## config.mk

```make
export PLATFORM = sky130hd
export DESIGN_NAME = amo_seq
export DESIGN_NICKNAME = d
export VERILOG_FILES = /design/src/rtl/amo_pkg.sv /design/src/rtl/amo_alu.sv /design/src/rtl/amo_ctrl.sv /design/src/rtl/amo_seq.sv
export SDC_FILE = /design/constraint.sdc
export NUM_CORES = 1
export LEC_CHECK = 0
export BUFFER_PORTS_ARGS = -buffer_cell sky130_fd_sc_hd__clkbuf_2
export CAP_MARGIN = 25
export CORE_ASPECT_RATIO = 0.9
export CORE_MARGIN = 2
export CORE_UTILIZATION = 40
export CTS_CLUSTER_DIAMETER = 40
export CTS_CLUSTER_SIZE = 20
export DETAILED_ROUTE_END_ITERATION = 8
export GPL_TIMING_DRIVEN = 0
export SKIP_LAST_GASP = 1
export SYNTH_ARGS = -nofsm -noshare
export SYNTH_HDL_FRONTEND = slang
export SYNTH_SLANG_ARGS = --single-unit
```

## constraint.sdc

```tcl
create_clock -name clk -period 3.1 [get_ports clk]
set_input_delay 0.62 -clock clk [delete_from_list [all_inputs] [get_ports clk]]
set_output_delay 0.62 -clock clk [all_outputs]
set_load 0.1 [all_outputs]
```

## src/rtl/amo_pkg.sv

```systemverilog
package amo_pkg;
  localparam int OP_W = 4;

  typedef enum logic [OP_W-1:0] {
    AMO_SWAP = 4'd0,
    AMO_ADD  = 4'd1,
    AMO_XOR  = 4'd2,
    AMO_AND  = 4'd3,
    AMO_OR   = 4'd4,
    AMO_MIN  = 4'd5,
    AMO_MAX  = 4'd6,
    AMO_MINU = 4'd7,
    AMO_MAXU = 4'd8
  } amo_op_e;

  typedef enum logic [2:0] {
    S_IDLE,
    S_RD_ADDR,
    S_RD_DATA,
    S_WR_ADDR,
    S_WR_DATA,
    S_FIN
  } seq_state_e;
endpackage

```

## src/rtl/amo_alu.sv

```systemverilog
module amo_alu
  import amo_pkg::*;
#(
  parameter int DATA_W = 32
) (
  input  logic [OP_W-1:0]   op,
  input  logic [DATA_W-1:0] mem_word,
  input  logic [DATA_W-1:0] operand,
  output logic [DATA_W-1:0] result
);
  localparam int MSB = DATA_W - 1;

  // signed less-than built from the sign bits and an unsigned compare
  function automatic logic lt_signed(input logic [DATA_W-1:0] a, input logic [DATA_W-1:0] b);
    if (a[MSB] != b[MSB]) return a[MSB];
    return a < b;
  endfunction

  function automatic logic [DATA_W-1:0] combine(input logic [OP_W-1:0] code,
                                               input logic [DATA_W-1:0] m,
                                               input logic [DATA_W-1:0] x);
    case (amo_op_e'(code))
      AMO_ADD:  return m + x;
      AMO_XOR:  return m ^ x;
      AMO_AND:  return m & x;
      AMO_OR:   return m | x;
      AMO_MIN:  return lt_signed(m, x) ? m : x;
      AMO_MAX:  return lt_signed(m, x) ? x : m;
      AMO_MINU: return (m < x) ? m : x;
      AMO_MAXU: return (m < x) ? x : m;
      default:  return x;  // swap and unused codes
    endcase
  endfunction

  assign result = combine(op, mem_word, operand);
endmodule

```

## src/rtl/amo_ctrl.sv

```systemverilog
module amo_ctrl
  import amo_pkg::*;
(
  input  logic clk,
  input  logic rst_n,
  input  logic start,
  input  logic misaligned,
  input  logic exokay,
  output logic busy,
  output logic rd_addr_ph,
  output logic rd_data_ph,
  output logic wr_addr_ph,
  output logic wr_data_ph,
  output logic fin,
  output logic ev_accept,
  output logic ev_rd_ok,
  output logic ev_rd_refused,
  output logic ev_wr_ok,
  output logic ev_wr_lost
);
  seq_state_e state_q, state_d;

  assign busy       = (state_q != S_IDLE);
  assign rd_addr_ph = (state_q == S_RD_ADDR);
  assign rd_data_ph = (state_q == S_RD_DATA);
  assign wr_addr_ph = (state_q == S_WR_ADDR);
  assign wr_data_ph = (state_q == S_WR_DATA);
  assign fin        = (state_q == S_FIN);

  // named events for datapath and assertions
  assign ev_accept     = (state_q == S_IDLE) && start;
  assign ev_rd_ok      = rd_data_ph && exokay;
  assign ev_rd_refused = rd_data_ph && !exokay;
  assign ev_wr_ok      = wr_data_ph && exokay;
  assign ev_wr_lost    = wr_data_ph && !exokay;

  always_comb begin
    state_d = state_q;
    case (state_q)
      S_IDLE:    if (start) state_d = misaligned ? S_FIN : S_RD_ADDR;
      S_RD_ADDR: state_d = S_RD_DATA;
      S_RD_DATA: state_d = exokay ? S_WR_ADDR : S_FIN;
      S_WR_ADDR: state_d = S_WR_DATA;
      S_WR_DATA: state_d = exokay ? S_FIN : S_RD_ADDR;
      S_FIN:     state_d = S_IDLE;
      default:   state_d = S_IDLE;
    endcase
  end

  always_ff @(posedge clk or negedge rst_n) begin
    if (!rst_n) state_q <= S_IDLE;
    else        state_q <= state_d;
  end

  // an address phase is always followed by a cycle without one
  p_no_overlap_r10: assert property (@(posedge clk) disable iff (!rst_n)
    (rd_addr_ph || wr_addr_ph) |=> !(rd_addr_ph || wr_addr_ph));

  // completion is a single-cycle pulse
  p_done_pulse_r9: assert property (@(posedge clk) disable iff (!rst_n)
    fin |=> !fin);

  // a lost write reservation leads straight into a new read
  p_retry_r6: assert property (@(posedge clk) disable iff (!rst_n)
    ev_wr_lost |=> rd_addr_ph);

  // a refused read never reaches a write
  p_refuse_ends_r3: assert property (@(posedge clk) disable iff (!rst_n)
    ev_rd_refused |=> fin);
endmodule

```

## src/rtl/amo_seq.sv

```systemverilog
module amo_seq
  import amo_pkg::*;
#(
  parameter int DATA_W = 32,
  parameter int ADDR_W = 32
) (
  input  logic              clk,
  input  logic              rst_n,
  input  logic              start,
  input  logic [ADDR_W-1:0] req_addr,
  input  logic [DATA_W-1:0] req_operand,
  input  logic [OP_W-1:0]   req_op,
  output logic              busy,
  output logic              bus_req,
  output logic              bus_write,
  output logic              bus_excl,
  output logic [ADDR_W-1:0] bus_addr,
  output logic [DATA_W-1:0] bus_wdata,
  input  logic [DATA_W-1:0] bus_rdata,
  input  logic              bus_exokay,
  output logic              done,
  output logic              fault_access,
  output logic              fault_misalign,
  output logic [DATA_W-1:0] rd_value
);
  localparam int ALIGN_W = $clog2(DATA_W / 8);

  logic rd_addr_ph, rd_data_ph, wr_addr_ph, wr_data_ph, fin;
  logic ev_accept, ev_rd_ok, ev_rd_refused, ev_wr_ok, ev_wr_lost;
  logic misaligned;

  logic [ADDR_W-1:0] addr_q;
  logic [DATA_W-1:0] opnd_q, old_q, new_q, alu_out;
  logic [OP_W-1:0]   op_q;
  logic              flt_acc_q, flt_mis_q;

  assign misaligned = (req_addr[ALIGN_W-1:0] != '0);

  amo_ctrl u_ctrl (
    .clk           (clk),
    .rst_n         (rst_n),
    .start         (start),
    .misaligned    (misaligned),
    .exokay        (bus_exokay),
    .busy          (busy),
    .rd_addr_ph    (rd_addr_ph),
    .rd_data_ph    (rd_data_ph),
    .wr_addr_ph    (wr_addr_ph),
    .wr_data_ph    (wr_data_ph),
    .fin           (fin),
    .ev_accept     (ev_accept),
    .ev_rd_ok      (ev_rd_ok),
    .ev_rd_refused (ev_rd_refused),
    .ev_wr_ok      (ev_wr_ok),
    .ev_wr_lost    (ev_wr_lost)
  );

  amo_alu #(.DATA_W(DATA_W)) u_alu (
    .op       (op_q),
    .mem_word (bus_rdata),
    .operand  (opnd_q),
    .result   (alu_out)
  );

  // request latch: loaded only on acceptance, held across retries
  always_ff @(posedge clk or negedge rst_n) begin
    if (!rst_n) begin
      addr_q    <= '0;
      opnd_q    <= '0;
      op_q      <= '0;
      flt_mis_q <= 1'b0;
    end else if (ev_accept) begin
      addr_q    <= req_addr;
      opnd_q    <= req_operand;
      op_q      <= req_op;
      flt_mis_q <= misaligned;
    end
  end

  // read capture: old word and recomputed write value for every attempt
  always_ff @(posedge clk or negedge rst_n) begin
    if (!rst_n) begin
      old_q <= '0;
      new_q <= '0;
    end else if (ev_rd_ok) begin
      old_q <= bus_rdata;
      new_q <= alu_out;
    end
  end

  always_ff @(posedge clk or negedge rst_n) begin
    if (!rst_n)             flt_acc_q <= 1'b0;
    else if (ev_accept)     flt_acc_q <= 1'b0;
    else if (ev_rd_refused) flt_acc_q <= 1'b1;
  end

  assign bus_req        = rd_addr_ph || wr_addr_ph;
  assign bus_write      = wr_addr_ph;
  assign bus_excl       = bus_req;
  assign bus_addr       = addr_q;
  assign bus_wdata      = new_q;
  assign done           = fin;
  assign fault_access   = fin && flt_acc_q;
  assign fault_misalign = fin && flt_mis_q;
  assign rd_value       = old_q;

  // a misaligned rejection is preceded by no bus request
  p_misalign_quiet_r1: assert property (@(posedge clk) disable iff (!rst_n)
    fault_misalign |-> !$past(bus_req));

  // every write address phase comes two cycles after a read address phase
  p_write_after_read_r4: assert property (@(posedge clk) disable iff (!rst_n)
    (bus_req && bus_write) |-> $past(bus_req && !bus_write, 2));

  // latched request is stable while the operation runs
  p_request_held_r8: assert property (@(posedge clk) disable iff (!rst_n)
    (busy && $past(busy)) |-> ($stable(addr_q) && $stable(opnd_q) && $stable(op_q)));

  // faults appear only with done, and never both
  p_one_outcome_r9: assert property (@(posedge clk) disable iff (!rst_n)
    (fault_access || fault_misalign) |-> (done && !(fault_access && fault_misalign)));

  // success is signalled the cycle after an accepted write
  p_success_r7: assert property (@(posedge clk) disable iff (!rst_n)
    ev_wr_ok |=> (done && !fault_access && !fault_misalign));
endmodule

```

# == Yosys cells after proc, flatten, opt, wreduce, memory -nomap -nowiden ==
# Index checks and enable logic that the tools add are counted.
# classes
n_shift,0
div,0
magnitude_cmp,1
reduce_logical,11
n_eq_ne,15
n_addsub,1
n_mux,20
mul,0
bitwise_logic,3
# ops
operator,count
$pmux W32 S8,1
$mux W32,4
$add A32 B32 Y32,1
$and A32 B32 Y32,1
$lt A32 B32 Y1,1
$or A32 B32 Y32,1
$xor A32 B32 Y32,1
$eq A4 B3 Y1 const B,4
$pmux W3 S5,1
$mux W3,4
$mux W1,10
$eq A4 B2 Y1 const B,2
$eq A3 B2 Y1 const B,2
$eq A3 B3 Y1 const B,2
$logic_and A1 B1 Y1,5
$eq A4 B1 Y1 const B,1
$eq A4 B4 Y1 const B,1
$reduce_bool A2 Y1,2
$eq A3 B1 Y1 const B,1
$logic_not A3 Y1,1
$reduce_bool A3 Y1,1
$ne A2 B2 Y1 const B,1
$logic_not A1 Y1,1
$logic_or A1 B1 Y1,1
$ne A1 B1 Y1,1
# totals
out_inout_bits,103
mem_bits_rw,0
register_bits,137
latchBits,0
mem_bits_ro,0
wordCells,59
mem_count,0
input_bits,104

# == Logic depth before layout (Yosys ltp) ==
# logic_depth
ltp_word,7
mapped_depth,14
mapped_depth_nobuf,11

# == Hierarchy ==
# Synthesis repeated with hierarchy kept, for this count alone.
# unflattened
hier_cells,955
hier_area_um2,10207.3
# by_module_without_submodules
module,area_per_inst_um2,seq_area_each_um2,n_inst,cells_per_inst
amo_seq,5652.9,3353.2,1,289
amo_alu,4329.2,0.0,1,640
amo_ctrl,225.2,75.1,1,26

# == Worst setup path after synthesis ==
# No wires, ideal clock.
# synth_timing
path_type,register -> output
start,register u_ctrl.state_q[1]
end,output port fault_access
setup_slack_ns,-0.445
t_required_ns,2.480
stages_incl_launch_ff,5
arrival_ns,2.925
n_path_buf,1
cell_sequence,dfrtp_1 clkbuf_1 nand2b_1 nor2_1 and2_1
# synth_via
elab_chain_cells,2
# synth_rtl
item,line,source
"start, declared",amo_ctrl.sv:21,"seq_state_e state_q, state_d;"
"start signal, assigned",amo_ctrl.sv:52,else state_q <= state_d;
$eq A3 B3 Y1,amo_ctrl.sv:28,assign fin = (state_q == S_FIN);
via done,amo_seq.sv:21,"output logic done,"
$logic_and A1 B1 Y1,amo_seq.sv:103,assign fault_access = fin && flt_acc_q;
"end, declared",amo_seq.sv:22,"output logic fault_access,"
# The timed path passes the listed nets, and every way through them passes these cells.

# == Final worst setup path ==
# layout_timing
start,register opnd_q[6]
end,register new_q[6] (netlist: bus_wdata[6])
# layout_via
elab_chain_cells,5
elab_cells_between_ends,14
cone_classes,add/sub (1); order compare (1); mux (9); bitwise (3)
# layout_rtl
item,line,source
"start, declared",amo_seq.sv:33,"logic [DATA_W-1:0] opnd_q, old_q, new_q, alu_out;"
"start signal, assigned",amo_seq.sv:74,opnd_q <= req_operand;
$lt A32 B32 Y1,"amo_alu.sv:16, amo_alu.sv:29, amo_alu.sv:30",
$mux W1,amo_alu.sv:16,return a < b;
$mux W1,amo_alu.sv:22,case (amo_op_e'(code))
"$mux W32, on equally long branches","amo_alu.sv:28, amo_alu.sv:27",
$pmux W32 S8 *,amo_alu.sv:22,
"end signal, assigned",amo_seq.sv:87,new_q <= alu_out;
"end, declared",amo_seq.sv:33,
# Mark *: on every way between the ends. The rest lies on a longest branch, timed or not. The select of a mux whose other input is x is not followed.
# A chain may end at the register's enable or synchronous reset.

==> reports/summary.txt <==
Hold WS - 0.136 ns
flops & latches, synth - 137
Post-DRT Antenna Nets - 0
via count - 9658
Required @ worst endpoint - 3.43 ns
crit path cell chain - inv_2 -> ha_4 -> or4_1 -> o211ai_1 -> a21oi_2 -> o21ai_4 -> mux2_4 -> bufbuf_16 -> a221o_1 -> a21oi_2 -> a21oi_2
diode count - 0
Worst path slowest cell - or4_1
share of cells above drive strength 1 - 0.334
CTS tree - done
commonest cells in the synthesized netlist - 137 x dfrtp_1, 112 x o21ai_0, 110 x nand2_1, 96 x ha_1, 92 x a21oi_1
Critical Path Start - opnd_q[6]
via-per-instance ratio - 5.69
reg2reg setup slack - -0.20 ns
Post-Syn Nets - 1309
width of the chip - 169 um
Critical Path End Type - flip-flop
placed cell area - 0.0114 sq mm
Hold Crit Class - input port to async pin
cts hold-fix bufs - 0
cell taking the most area after synthesis - dfrtp_1
status - finished with violations
FFs w/ async S/R, synth - 1.00
RSZ-0062 raised after global routing - true
fin nets - 1576
max_slew headroom - 0.301
Critical Path AT - 3.63 ns
Synth top area share - 0.351
Crit path top cell by count - a21oi_2
largest net degree at the start of global routing - 82
RR Startpoint - opnd_q[6]
kind of critical path - flip-flop to flip-flop
Die Y - 152 um
max-slew violations - 0
Yosys warning total - 0
Top FF cell, synth - dfrtp_1
setup slack after layout - -0.196 ns
TritonCTS Buffers - 17
Final Wtd Congestion - 0.921
vias in the first global route - 8990
area of the mapped netlist - 0.00976 sq mm
synth top area cells - dfrtp_1 35%, ha_1 12%, o21ai_0 5.7%
buffers and inverters on the worst path - 2
Design Area, Final - 0.0129 sq mm
drt first pass iters - 7
Max-Cap Viols - 0
non-filler cells, final - 1696
sequential fraction of the synthesis area - 0.351
Post-synth EDFFs - 0
P&R area growth vs syn - 31.9%
Crit path max-delay family - compound AO/OA/AOI/OAI gates
Netlist cell types - 82
die area - 0.0257 sq mm
IO buf count - 206
clock tree buffer depth - 2
Period minus WS final - 3.30 ns
1st-iter DRT viols - 838
Root Buffer - clkbuf_16
Synth Area per Inst - 8.81 sq um
Routed WL - 34.0 mm
Worst Skew - 0.0102 ns
clock-pin slew of the registers on the worst-case setup and hold paths - 0.07 ns
CP max stage delay - 0.51 ns
Synth Instances - 1108
core box area - 0.0241 sq mm
Starting Density - 0.405
fmax - 0.303 GHz
failing checks - negative setup slack
Final Hold Fails - 0
first-pass GRT wire length - 51.5 mm
Placed Cells - 1623
crit-path max FO - 6
htree depth - 4
GR Util All Layers - 0.257
io pins - 207
count leader, synth - dfrtp_1
Final Cycle Share - 1.06
DP HPWL - 24.1 mm
initial antenna violation count - 0
total congestion overflow - 0
clk sinks - 137
Remaining DRCs - 0
Clock Latency Late Sink - 0.44 ns
Critical Path Start Type - flip-flop
final core occ - 0.533
drt wl/cell - 20.0 um
Finish-stage setup viols - 27
Slew @ Worst Pin - 1.04 ns
Core Rows - 54
-- sequential cells by signal, indices dropped and copies added (netlist names) --
register / cells
bus_addr: 32
flt_acc_q: 1
flt_mis_q: 1
op_q: 4
rd_value: 32
u_ctrl.state_q: 3
bus_wdata: 32
opnd_q: 32
-- layer usage --
layer / GRT usage / vias to the layer above / part of all wire
met5: 0 / - / 0
met4: 0.0702 / 0 / 0.023
met3: 0.0509 / 64 / 0.079
met2: 0.403 / 451 / 0.45
met1: 0.364 / 4623 / 0.45
li1: - / 4520 / -
-- kinds of logic (layout without fill, tap and decap cells) --
| family | count (synthesis) | in the layout | synth area share |
|---|---|---|---|
| AOI/OAI and AO/OA | 383 | 383 | 0.260 |
| xor gates and xnor gates | 14 | 14 | 0.0126 |
| adders and majority gates | 97 | 97 | 0.125 |
| buffers and inverters | 156 | 436 | 0.0678 |
| DFF | 137 | 137 | 0.351 |
| muxes | 41 | 41 | 0.0477 |
| and+or+nand+nor | 280 | 280 | 0.136 |
-- area by class of cell --
type,instances,area (sq um)
flip-flops and latches,137,3430
multi-input cells,815,6190
repair buffers,257,1540
inverters,79,309
plain buffers,68,394
clock inverters,15,194
clock buffers,17,425
fillers,2308,11300
well taps,308,385
-- layout by cell type (no fill, tap or decap), types with 6 or more instances in the layout --
| cell | instances |
|---|---|
| inv_2 | 19 |
| nor3_1 | 19 |
| inv_6 | 6 |
| and2_1 | 11 |
| mux2_2 | 36 |
| a21oi_1 | 74 |
| ha_1 | 78 |
| nor2b_1 | 8 |
| nand2_1 | 110 |
| o21ai_1 | 13 |
| o31ai_2 | 7 |
| o21bai_1 | 6 |
| a22oi_1 | 22 |
| inv_1 | 59 |
| a21oi_2 | 16 |
| or3_1 | 6 |
| buf_6 | 7 |
| dfrtp_1 | 136 |
| clkbuf_2 | 210 |
| xnor2_1 | 6 |
| a221oi_2 | 12 |
| nand3_1 | 15 |
| clkbuf_1 | 41 |
| buf_4 | 46 |
| nor2_1 | 61 |
| a21o_1 | 17 |
| a31oi_1 | 9 |
| clkbuf_16 | 19 |
| o211ai_1 | 28 |
| o21ai_0 | 103 |
| ha_4 | 13 |
| nand2b_1 | 10 |
| a221o_1 | 14 |
| xor2_1 | 8 |
| nand3b_1 | 6 |
-- path summary, 6_finish.rpt --
kind / end / depth (start not counted)
min in group clk: opnd_q[10] / 3
setup reg to reg: bus_wdata[6] / 11
hold reg to reg: rd_value[2] / 2
hold / removal: opnd_q[6] / 1
setup / recovery: bus_wdata[6] / 11
max in group asynchronous: bus_wdata[26] / 2
-- through the flow --
stage | setup WS [ns] | setup TNS (ns)
6_report | -0.196 | -2.39
4_1_cts | -0.268 | -5.90
3_3_place_gp | -1.10 | -165.31
3_5_place_dp | -1.10 | -25.97
5_1_grt | -0.342 | -6.41
2_1_floorplan | -0.114 | -0.862
-- worst reg2reg max path: cells and delay by family, from the launching register on --
family | cells | cell delay [ns]
compound gates | 6 | 1.28
simple gates | 1 | 0.51
flops | 1 | 0.42
buf+inv | 2 | 0.39
mux | 1 | 0.38
fa+ha+maj | 1 | 0.21
-- timing repair --
action                                 in CTS  in global routing
endpoints found under the hold margin       0                  0
gates resized for setup                    25                 88
setup endpoints to repair                  32                 42
pin swaps                                  17                 31
gates cloned                                1                  2
setup buffers                              18                 29
Power is not shown: default switching activity piles up to over one toggle a cycle in this logic, so the estimate is an artifact.
